--- src/rtl/bitclk_pkg.sv ---
package bitclk_pkg;
   localparam int FIELD_W = 8;
   localparam int WORD_W  = 4 * FIELD_W;

   // Field order is fixed: the transfer engine decodes the same layout.
   typedef struct packed {
      logic [FIELD_W-1:0] rate;   // [31:24]
      logic [FIELD_W-1:0] setup;  // [23:16]
      logic [FIELD_W-1:0] hold;   // [15:8]
      logic [FIELD_W-1:0] gap;    // [7:0]
   } devword_t;
endpackage

--- src/rtl/devparam_bank.sv ---
module devparam_bank
   import bitclk_pkg::*;
#(
   parameter int NUM_CS = 5,
   parameter int CS_W   = 3
) (
   input  logic                clk,
   input  logic                rst_n,
   input  logic                we,
   input  logic [CS_W-1:0]     widx,
   input  logic [WORD_W-1:0]   wdata,
   input  logic [CS_W-1:0]     rsel,
   output devword_t            rword
);
   devword_t words [NUM_CS];

   generate
      if (NUM_CS < 2 || (1 << CS_W) < NUM_CS) begin : g_bad_cfg
         $error("devparam_bank: NUM_CS must be >= 2 and fit in CS_W bits");
      end
      for (genvar g = 0; g < NUM_CS; g++) begin : g_word
         always_ff @(posedge clk or negedge rst_n) begin
            if (!rst_n)
               words[g] <= '0;
            else if (we && widx == CS_W'(g))
               words[g] <= devword_t'(wdata);
         end
      end
   endgenerate

   always_comb begin
      rword = '0;
      for (int i = 0; i < NUM_CS; i++)
         if (rsel == CS_W'(i)) rword = words[i];
   end
endmodule

--- src/rtl/scale_decode.sv ---
module scale_decode #(
   parameter int SCALE_W      = 8,
   parameter bit SAT_ALL_ONES = 1'b1,
   localparam int STEP_W      = SCALE_W + 1
) (
   input  logic [SCALE_W-1:0] code,
   output logic [STEP_W-1:0]  step
);
   localparam logic [STEP_W-1:0] FULL_STEP = STEP_W'(1) << SCALE_W;

   generate
      if (SCALE_W < 2) begin : g_bad_w
         $error("scale_decode: SCALE_W must be at least 2");
      end
      if (SAT_ALL_ONES) begin : g_sat
         always_comb step = (&code) ? FULL_STEP : {1'b0, code};
      end else begin : g_plain
         always_comb step = {1'b0, code};
      end
   endgenerate
endmodule

--- src/rtl/phase_acc.sv ---
module phase_acc #(
   parameter int ACC_W = 9
) (
   input  logic             clk,
   input  logic             rst_n,
   input  logic             run,
   input  logic [ACC_W-1:0] step,
   output logic             tick,
   output logic             sclk
);
   logic [ACC_W-1:0] acc;
   logic [ACC_W:0]   sum;

   generate
      if (ACC_W < 3) begin : g_bad_w
         $error("phase_acc: ACC_W must be at least 3");
      end
   endgenerate

   assign sum = {1'b0, acc} + {1'b0, step};

   always_ff @(posedge clk or negedge rst_n) begin
      if (!rst_n) begin
         acc  <= '0;
         tick <= 1'b0;
         sclk <= 1'b0;
      end else if (!run) begin
         acc  <= '0;
         tick <= 1'b0;
         sclk <= 1'b0;
      end else begin
         acc  <= sum[ACC_W-1:0];
         tick <= sum[ACC_W];
         sclk <= sclk ^ sum[ACC_W];
      end
   end


   tick_pulse_chk: assert property (@(posedge clk) disable iff (!rst_n)
      tick |=> !tick);


   zero_step_chk: assert property (@(posedge clk) disable iff (!rst_n)
      (step == '0) |=> !tick);


   idle_clear_chk: assert property (@(posedge clk) disable iff (!rst_n)
      !run |=> (!tick && !sclk && acc == '0));
endmodule

--- src/rtl/bitclk_gen.sv ---
module bitclk_gen
   import bitclk_pkg::*;
#(
   parameter int NUM_CS       = 5,
   parameter int CS_W         = 3,
   parameter bit SAT_ALL_ONES = 1'b1
) (
   input  logic                 clk,
   input  logic                 rst_n,
   input  logic                 cfg_we,
   input  logic [CS_W-1:0]      cfg_idx,
   input  logic [WORD_W-1:0]    cfg_word,
   input  logic [CS_W-1:0]      cs_sel,
   input  logic                 run,
   output logic                 bit_tick,
   output logic                 bit_sclk,
   output logic [FIELD_W-1:0]   cs_setup,
   output logic [FIELD_W-1:0]   cs_hold,
   output logic [FIELD_W-1:0]   xfer_gap
);
   localparam int ACC_W = FIELD_W + 1;

   devword_t          cur_word;
   logic [ACC_W-1:0]  step;

   devparam_bank #(.NUM_CS(NUM_CS), .CS_W(CS_W)) u_bank (
      .clk   (clk),
      .rst_n (rst_n),
      .we    (cfg_we),
      .widx  (cfg_idx),
      .wdata (cfg_word),
      .rsel  (cs_sel),
      .rword (cur_word)
   );

   scale_decode #(.SCALE_W(FIELD_W), .SAT_ALL_ONES(SAT_ALL_ONES)) u_dec (
      .code (cur_word.rate),
      .step (step)
   );

   phase_acc #(.ACC_W(ACC_W)) u_acc (
      .clk   (clk),
      .rst_n (rst_n),
      .run   (run),
      .step  (step),
      .tick  (bit_tick),
      .sclk  (bit_sclk)
   );

   assign cs_setup = cur_word.setup;
   assign cs_hold  = cur_word.hold;
   assign xfer_gap = cur_word.gap;


   sclk_change_chk: assert property (@(posedge clk) disable iff (!rst_n)
      (bit_sclk != $past(bit_sclk)) |-> (bit_tick || !bit_sclk));


   word_write_chk: assert property (@(posedge clk) disable iff (!rst_n)
      (cfg_we && cfg_idx == cs_sel && 32'(cs_sel) < NUM_CS) |=>
         (!$stable(cs_sel) ||
          {cs_setup, cs_hold, xfer_gap} == $past(cfg_word[WORD_W-FIELD_W-1:0])));
endmodule

--- config.mk ---
export PLATFORM = sky130hd
export DESIGN_NAME = bitclk_gen
export DESIGN_NICKNAME = d
export VERILOG_FILES = /design/src/rtl/bitclk_pkg.sv /design/src/rtl/devparam_bank.sv /design/src/rtl/scale_decode.sv /design/src/rtl/phase_acc.sv /design/src/rtl/bitclk_gen.sv
export SDC_FILE = /design/constraint.sdc
export NUM_CORES = 1
export LEC_CHECK = 0
export BUFFER_PORTS_ARGS = -buffer_cell sky130_fd_sc_hd__buf_2
export CAP_MARGIN = 30
export CELL_PAD_IN_SITES_DETAIL_PLACEMENT = 0
export CELL_PAD_IN_SITES_GLOBAL_PLACEMENT = 1
export CORE_MARGIN = 1
export CORE_UTILIZATION = 50
export CTS_CLUSTER_SIZE = 20
export DETAILED_ROUTE_END_ITERATION = 6
export HOLD_SLACK_MARGIN = 0.12
export PLACE_DENSITY = 0.84
export SYNTH_ARGS = -nofsm -noshare
export SYNTH_HDL_FRONTEND = slang
export SYNTH_SLANG_ARGS = --single-unit
export TNS_END_PERCENT = 10
--- constraint.sdc ---
create_clock -name clk -period 3.67 [get_ports clk]
set_clock_uncertainty 0.05 [all_clocks]
set_input_delay 0.734 -clock clk [delete_from_list [all_inputs] [get_ports clk]]
set_output_delay 0.734 -clock clk [all_outputs]
set_load 0.01 [all_outputs]
==> After elaboration in Yosys (flattened, before gate mapping) <==
Index checks and enable logic that the tools add are counted.
{ "totals": {"regBits": 171, "inputBits": 42, "out_inout_bits": 26, "word_cells": 50} }
{ "classes": {"n_addsub": 1, "n_eq_ne": 8, "mux": 9, "bitwise": 1, "reduce_logical": 8} }
{ "op_table": {"columns": ["op", "count"], "rows": [
  ["$mux W32", 5],
  ["$mux W9", 2],
  ["$eq A3 B2 Y1 const B", 4],
  ["$add A9 B9 Y10", 1],
  ["$reduce_and A8 Y1", 1],
  ["$eq A3 B1 Y1 const B", 2],
  ["$eq A3 B3 Y1 const B", 2],
  ["$logic_not A3 Y1", 2],
  ["$logic_and A1 B1 Y1", 5],
  ["$mux W1", 2],
  ["$xor A1 B1 Y1", 1]
]} }

==> Longest topological paths before layout <==
Gate-level depths: netlist of run 1.
{ "depth": {"word_depth": 11, "depth_mapped": 18, "ltp_nobuf": 15} }

==> Hierarchy <==
From an unflattened synthesis of run 1, not the netlist that was laid out.
{ "hier_totals": {"hier_cells": 618, "hier_area_um2": 8125.3} }
{ "modules_own_cells": {"columns": ["mod", "instances", "cells_per_inst", "area_each_um2", "seq_area_each_um2"], "rows": [
  ["devparam_bank", 1, 529, 7236.9, 4003.8],
  ["phase_acc", 1, 76, 759.5, 275.3],
  ["scale_decode", 1, 13, 128.9, 0.0]
]} }

==> Worst setup path after synthesis of run 1 <==
Ideal clock, no wire load.
{ "synth_path": {"kind": "input to register", "startpoint": "input cs_sel[0]", "endpoint": "register u_acc.acc[8]", "arrival_time_ps": 3504, "setup_slack_ps": 37, "path_stages": 17, "cell_sequence": "buf_6 -> buf_6 -> nor3b_4 -> a22oi_2 -> a221oi_4 -> nand3_2 -> nor2_1 -> nor2_1 -> ha_1 -> inv_1 -> fa_1 -> inv_1 -> a21o_1 -> a21oi_1 -> o21ai_0 -> o41ai_1 -> mux2i_1"} }
{ "synth_via": {"elab_chain_cells": 10, "elab_cells_between_ends": 14, "classes_between": "1 x add/sub; 4 x eq/ne; 7 x mux; 2 x reduce/logical"} }
{ "synth_rtl": {"columns": ["element", "line", "text"], "rows": [
  ["start: declaration", "bitclk_gen.sv:13", "input logic [CS_W-1:0] cs_sel,"],
  ["$logic_not A3 Y1", "devparam_bank.sv:34", "if (rsel == CS_W'(i)) rword = words[i];"],
  ["$mux W32 (4 in series)", "devparam_bank.sv:34", null],
  ["$mux W32 (*)", "devparam_bank.sv:34", null],
  ["$reduce_and A8 Y1", "scale_decode.sv:16", "always_comb step = (&code) ? FULL_STEP : {1'b0, code};"],
  ["$mux W9 (*)", "scale_decode.sv:16", null],
  ["$add A9 B9 Y10 (*)", "phase_acc.sv:20", "assign sum = {1'b0, acc} + {1'b0, step};"],
  ["$mux W9 (*)", "phase_acc.sv:27", "end else if (!run) begin"],
  ["end signal: assignment", "phase_acc.sv:32", "acc <= sum[ACC_W-1:0];"],
  ["end: declaration", "phase_acc.sv:11", "logic [ACC_W-1:0] acc;"]
]} }
Every way passes the cells marked *; elsewhere a longest branch is shown, timed or not.
A chain may end at the register's enable or synchronous reset.

==> Worst setup path in the final report of run 1 <==
{ "layout_path": {"startpoint": "input cs_sel[0]", "endpoint": "register u_acc.acc[6]"} }
Same word-level chain as after synthesis.

==> key figures, run 1 <==
Floorplanning
  – Ports: 68
  – Die Wd: 129 um
  – CORE AREA: 15400 um2
  – Die ar.: 16600 um2
  – Die Y: 129 um
  – Row cnt: 45
  – Initial core utilization: 0.520

Pwr
  – Overall power: 5.42 mW
  – P_leak: 4.18 nW
  – Maximum VDD drop: ~0.00037 V
  – P per Cell Area: 579 nW/um2

Clocking
  – Skew-Pair Late Insertion Delay: about 0.42 ns
  – Clk buf depth: 2
  – Clock root buffer: clkbuf_16
  – Worst-path clk slew: 0.07 ns
  – CTS sink count: 171
  – Number of setup buffers added after CTS: 0
  – Max H-tree Level: 4
  – CTS buffer count: 17
  – CTS tree: yes

Setup path
  – Worst setup SP type: input port
  – Worst-path fanout max: 11
  – Worst path slowest cell: a221oi_2
  – Crit path kind: in -> reg
  – WP data required: ~4 ns
  – Arrival time of the worst setup path: roughly 3.7 ns
  – CP Cell Sequence: clkbuf_4, a21boi_0, a221oi_2, o221ai_1, or2_1, nor2_1, nor2_1, ha_1, inv_1, fa_1, inv_1, a21o_1, a21oi_1, o21ai_1, or3_1, and3_1
  – CP peak stage delay: 0.35 ns
  – CP Capture Type: flop

Synthesis
  – Distinct cells, synth: between 50 and 60
  – Top FF cell, synth: dfrtp_1
  – Seq cells post-synth: roughly 170
  – Fraction of registers with async set/reset: 1.00
  – Synth Net Count: 601
  – Syn avg cell area: 14.6 um2
  – Most area-consuming cells after synthesis: dfrtp_1, mux2_2, mux4_2
  – Register area share after synthesis: 0.533
  – EDFF count, synth: 0
  – Top cell type's share of synthesized area: 0.533
  – Area leader, netlist: dfrtp_1
  – Post-Syn Area: 8030 um2
  – Cell count after synthesis: ~550
  – Synthesis Warnings: 0

Run
  – Max Cap Viol: 0

Timing
  – Worst hold slack: around 0.33 ns
  – Worst Tran Pin Value: 0.807 ns
  – Max Clock Freq: 293 MHz
  – Relative slew margins: 0.462
  – RSZ-0062 raised after global routing: false
  – Final setup viols: 0
  – Tmin final: 3.42 ns
  – Part of the cycle the worst path needs: 0.931
  – Hold Vio Cnt, Final: 0
  – Slew Viols, Final: 0
  – Setup_tns: 0 ns

Finish
  – # diodes: 0
  – Nets@finish: 691
  – Finished Cell Area: 9360 um2
  – Area Growth Syn to Fin: 16.6%
  – Most common cell after layout, fill and taps aside: dfrtp_1
  – Most frequent cells in the layout: dfrtp_1, mux2_2, buf_2
  – Layout cell share with drive strength beyond 1: 0.516

GRT
  – Largest net degree at the start of global routing: 87
  – First-pass GRT wire length: around 29000 um
  – Gr usage total: 0.230
  – Initial antenna violation count: 1
  – Gr ovfl total: 0
  – Number of global-route vias before repair: 5491

Detailed routing
  – Number of DRC markers in iteration 0: 275
  – Via count: 4951
  – DRC Markers: 0
  – Wire length per cell: 19.7 um
  – Via density: approximately 5.7
  – Routed wire length: 17000 um
  – First-pass DRT Iterations: 4
  – Routed Antenna Nets: 0

Status
  – Outcome: finished clean

Place
  – Post-DP HPWL: roughly 11000 um
  – Port buffer count: between 60 and 70
  – DP Area: 8780 um2
  – Final GP Congestion: 0.777

Worst hold path
  – Worst Hold Class: in -> async
final cells by class:
class | count | area [um2]
Clock buffer | 18 | 439
Clock inverter | 13 | 116
Fill cell | 1209 | 6070
Inverter | 12 | 45.0
Multi-Input combinational cell | 335 | 3590
Sequential cell | 171 | 4280
Tap cell | 211 | 264
Timing Repair Buffer | 102 | 632
power breakdown:
part / switching [mW] / internal [mW] / leakage [nW] / total (mW)
registers: 0.223 / 2.31 / 2.07 / 2.53
clock network: 0.769 / 0.898 / 0.269 / 1.67
logic: 0.506 / 0.715 / 1.85 / 1.22
Yosys cell counts, drive strengths merged, types with 5 or more instances:
master,n
inv,11
dfrtp,171
clkbuf,9
nand3,5
mux2,161
mux2i,9
a21oi,6
nor2b,6
nand2,10
a22oi,5
ha,9
nor2,10
buf,22
and2,8
o21ai,8
mux4,27
a22o,24
worst max-delay path: cells and delay by family:
kind | cells | cell delay, ns
adders and majority gates | 2 | 0.41
AOI/OAI and AO/OA | 6 | 1.19
buffers and inverters | 3 | 0.37
and+or+nand+nor | 5 | 0.98
layer usage:
layer,vias up,global-route usage,share of wire
met5,-,0,0.00059
met4,2,0.0782,0.013
met3,25,0.0520,0.038
met2,87,0.388,0.51
met1,2617,0.294,0.44
li1,2220,-,-
worst paths after layout:
| check | startpoint | depth (start not counted) | to | slack [ns] |
|---|---|---|---|---|
| max reg2reg | u_bank.words[63] | 15 | u_acc.acc[6] | 0.49 |
| min | rst_n | 1 | u_bank.words[3] | 0.33 |
| min reg2reg | u_bank.words[46] | 1 | u_bank.words[46] | 0.45 |
| min in group clk | u_bank.words[46] | 1 | u_bank.words[46] | 0.45 |
| max | cs_sel[0] | 16 | u_acc.acc[6] | 0.25 |
| max in group asynchronous | rst_n | 2 | u_bank.words[11] | 2.29 |
repair_timing:
action	4_1_cts	5_1_grt
endpoints found under the setup margin	0	5
gates resized for setup	0	5
hold buffers	0	0
endpoints found under the hold margin	0	0
metrics by stage:
stage          instances  utilization  setup slack (ns)
3_3_place_gp         831        0.569            -0.161
6_report             862        0.607             0.254
2_1_floorplan        549            -            0.0367
5_1_grt              862        0.607           0.00660
3_5_place_dp         831        0.569            -0.360
4_1_cts              862        0.605            0.0349
registers in the layout, indices dropped and copies added, names as in the netlist:
name          cells
u_bank.words    160
u_acc.sclk        1
u_acc.acc         9
u_acc.tick        1
logic make-up after synthesis:
group / count (synthesis) / synth area share
buffers and inverters: 43 / 0.0262
AOI/OAI and AO/OA: 69 / 0.0681
DFF: 171 / 0.533
and+or+nand+nor: 53 / 0.0366
xor gates and xnor gates: 6 / 0.00655
muxes: 197 / 0.313
adders and majority gates: 10 / 0.0165
Power figures use the tool's default switching activity.
==> inputs of run 2 (changes only) <==
--- a/config.mk
+++ b/config.mk
@@ -5,16 +5,17 @@
 export SDC_FILE = /design/constraint.sdc
 export NUM_CORES = 1
 export LEC_CHECK = 0
+export ABC_AREA = 1
 export BUFFER_PORTS_ARGS = -buffer_cell sky130_fd_sc_hd__buf_2
 export CAP_MARGIN = 30
 export CELL_PAD_IN_SITES_DETAIL_PLACEMENT = 0
 export CELL_PAD_IN_SITES_GLOBAL_PLACEMENT = 1
 export CORE_MARGIN = 1
-export CORE_UTILIZATION = 50
+export CORE_UTILIZATION = 45
 export CTS_CLUSTER_SIZE = 20
 export DETAILED_ROUTE_END_ITERATION = 6
 export HOLD_SLACK_MARGIN = 0.12
-export PLACE_DENSITY = 0.84
+export PLACE_DENSITY = 0.83
 export SYNTH_ARGS = -nofsm -noshare
 export SYNTH_HDL_FRONTEND = slang
 export SYNTH_SLANG_ARGS = --single-unit
==> key figures, run 2 <==
Synthesis
  – Register area share after synthesis: 0.547
  – Synth Net Count: 958
  – Most area-consuming cells after synthesis: dfrtp_1, nand2_1, o21ai_0
  – Synthesis Warnings: 0
  – Top cell type's share of synthesized area: 0.547
  – Top-count cell post-synth: nand2_1
  – Cell count after synthesis: 906
  – EDFF count, synth: 0
  – Area leader, netlist: dfrtp_1
  – Top FF cell, synth: dfrtp_1
  – Syn avg cell area: 8.64 um2
  – Fraction of registers with async set/reset: 1.00
  – Distinct cells, synth: 32
  – Synth top cells by count: nand2_1, dfrtp_1, o21ai_0, nand3_1, inv_1
  – Seq cells post-synth: approximately 170
  – Post-Syn Area: 7830 um2

Setup path
  – FF-to-FF Start: u_bank.words[56]
  – Crit. path cell count: 8
  – Arrival time of the worst setup path: 2.43 ns
  – R2r setup slk: 0.92 ns
  – Crit path kind: in -> out
  – R2r worst-path depth: 20
  – Worst-path fanout max: 32
  – Worst path slowest cell: inv_2
  – CP Capture Type: output port
  – CP Cell Sequence: buf_2, inv_4, nand3_1, inv_2, nand2_1, nand3_1, a221o_1, buf_2
  – Cell family with most CP delay: buffers and inverters
  – Worst setup SP type: input port
  – Worst setup endpoint: cs_hold[1]
  – Reg2reg end: u_acc.acc[6]
  – CP bufs+invs: 4
  – CP peak stage delay: 0.49 ns
  – CP Launch Point: cs_sel[2]
  – WP data required: 2.89 ns

Place
  – Dpl ws: -0.0935 ns
  – Post-DP HPWL: 12100 um
  – Final GP Congestion: 0.821
  – Dpl cells: roughly 1200
  – Port buffer count: 67

Timing
  – Final setup viols: 0
  – Setup_tns: 0 ns
  – RSZ-0062 raised after global routing: false
  – Tmin final: 3.22 ns
  – Max Clock Freq: 311 MHz
  – Part of the cycle the worst path needs: 0.877
  – Relative slew margins: 0.541
  – Worst Tran Pin Value: 0.687 ns
  – Final Worst Setup Slack: 0.452 ns
  – Hold Vio Cnt, Final: 0
  – Slew Viols, Final: 0

Detailed routing
  – Routed wire length: 19500 um
  – Via count: 6398
  – Wire length per cell: 16.3 um
  – DRC Markers: 0
  – First-pass DRT Iterations: 5
  – Number of DRC markers in iteration 0: 576
  – Via density: between 5 and 6
  – Routed Antenna Nets: 0

Finish
  – Most frequent cells in the layout: nand2_1, dfrtp_1, o21ai_0
  – Most common cell after layout, fill and taps aside: nand2_1
  – Layout Cells excl Fill: 1194
  – Area Growth Syn to Fin: 14.8%
  – Nets@finish: 1013
  – Max reg flops: 160
  – Biggest register: u_bank.words
  – Layout cell share with drive strength beyond 1: 0.155
  – Fill count: 1603
  – # diodes: 0
  – Final core utilization: 0.536
  – Biggest regs: u_bank.words: 160 flops, u_acc.acc: 9 flops

GRT
  – First-pass GRT wire length: 32300 um
  – Largest net degree at the start of global routing: 65
  – Grt met1 use: 0.320
  – Gr usage total: 0.233
  – Gr ovfl total: 0
  – M3 GR Usage: 0.0506
  – Met2 Use GR: 0.369
  – Initial antenna violation count: 0
  – Number of global-route vias before repair: 6241
  – GRT Max-Usage Layer: met2

Floorplanning
  – Die Wd: about 130 um
  – Ports: 68
  – Row cnt: 47
  – Die ar.: between 15000 and 20000 um2
  – CORE AREA: 16800 um2
  – Die Y: between 100 and 150 um
  – Initial core utilization: 0.467

Pwr
  – Maximum VDD drop: 0.000346 V
  – Overall power: 5.02 mW
  – P per Cell Area: 559 nW/um2
  – P_leak: 4.57 nW

Clocking
  – Max H-tree Level: 4
  – CTS sink count: 171
  – Skew-Pair Late Insertion Delay: 0.43 ns
  – Clk buf depth: 2
  – Worst-path clk slew: 0.06 ns
  – CTS buffer count: 17
  – Clock root buffer: clkbuf_16
  – CTS tree: yes

Run
  – Max Cap Viol: 0

Worst hold path
  – Worst Hold Class: in -> async

Status
  – Outcome: finished clean
-- run 2: cell count changes in the layout (fill, tap and decap cells not counted), sizes merged, moves of 11 or more --
cell,previous run,this run
o21ai,8,166
nand2,10,242
a22o,24,0
inv,14,62
buf,101,90
mux4,27,0
a221o,1,14
a21oi,6,20
nand3,5,102
mux2,161,0
nand4,0,15
nor2,10,43
-- run 2: layout make-up --
cell class	count	area (um2)	area share
Clock buffer	21	460	0.0512
Clock inverter	11	134	0.0149
Inverter	58	220	0.0245
Multi-Input combinational cell	623	3090	0.344
Sequential cell	171	4280	0.476
Tap cell	220	275	0.0306
Timing Repair Buffer	90	527	0.0586
-- run 2: stage by stage --
stage,area [um2],hold WS [ns]
after floorplan,7830,0.388
after global placement,8370,0.416
after detailed placement,8370,0.423
after CTS,8960,0.228
after global routing,8990,0.237
final,8990,0.221
-- run 2: how the worst min path moves through the flow --
stage	start	to	slack, ns	cells past startpoint
3_3_place_gp	u_bank.words[87]	u_bank.words[87]	0.42	2
6_report	rst_n	u_bank.words[59]	0.22	1
4_1_cts	rst_n	u_bank.words[24]	0.23	1
3_5_place_dp	u_bank.words[105]	u_bank.words[105]	0.42	2
2_1_floorplan	rst_n	u_acc.acc[0]	0.39	0
5_1_grt	rst_n	u_bank.words[155]	0.24	1
-- run 2: layer usage --
layer / up-vias / part of all wire
met3: 21 / 0.044
li1: 3130 / -
met5: - / 0
met2: 164 / 0.47
met4: 0 / 0.011
met1: 3083 / 0.48
-- run 2: cell families (layout without fill, tap and decap cells) --
group / after synthesis / count (layout) / share of synthesized area
adders and majority gates: 10 / 10 / 0.0169
DFF: 171 / 171 / 0.547
buffers and inverters: 112 / 180 / 0.0608
and+or+nand+nor: 403 / 403 / 0.225
AOI/OAI and AO/OA: 209 / 209 / 0.149
xor gates and xnor gates: 1 / 1 / 0.00112
-- run 2: power breakdown --
group	internal, mW	switching [mW]
Clock	1.05	0.768
Sequential	2.24	0.191
Combinational	0.306	0.469
Total	3.59	1.43
-- run 2: timing repair --
action,CTS,global route
buffers inserted,0,3
hold buffers,0,0
endpoints found under the setup margin,0,1
gates resized for setup,0,0
endpoints found under the hold margin,0,0
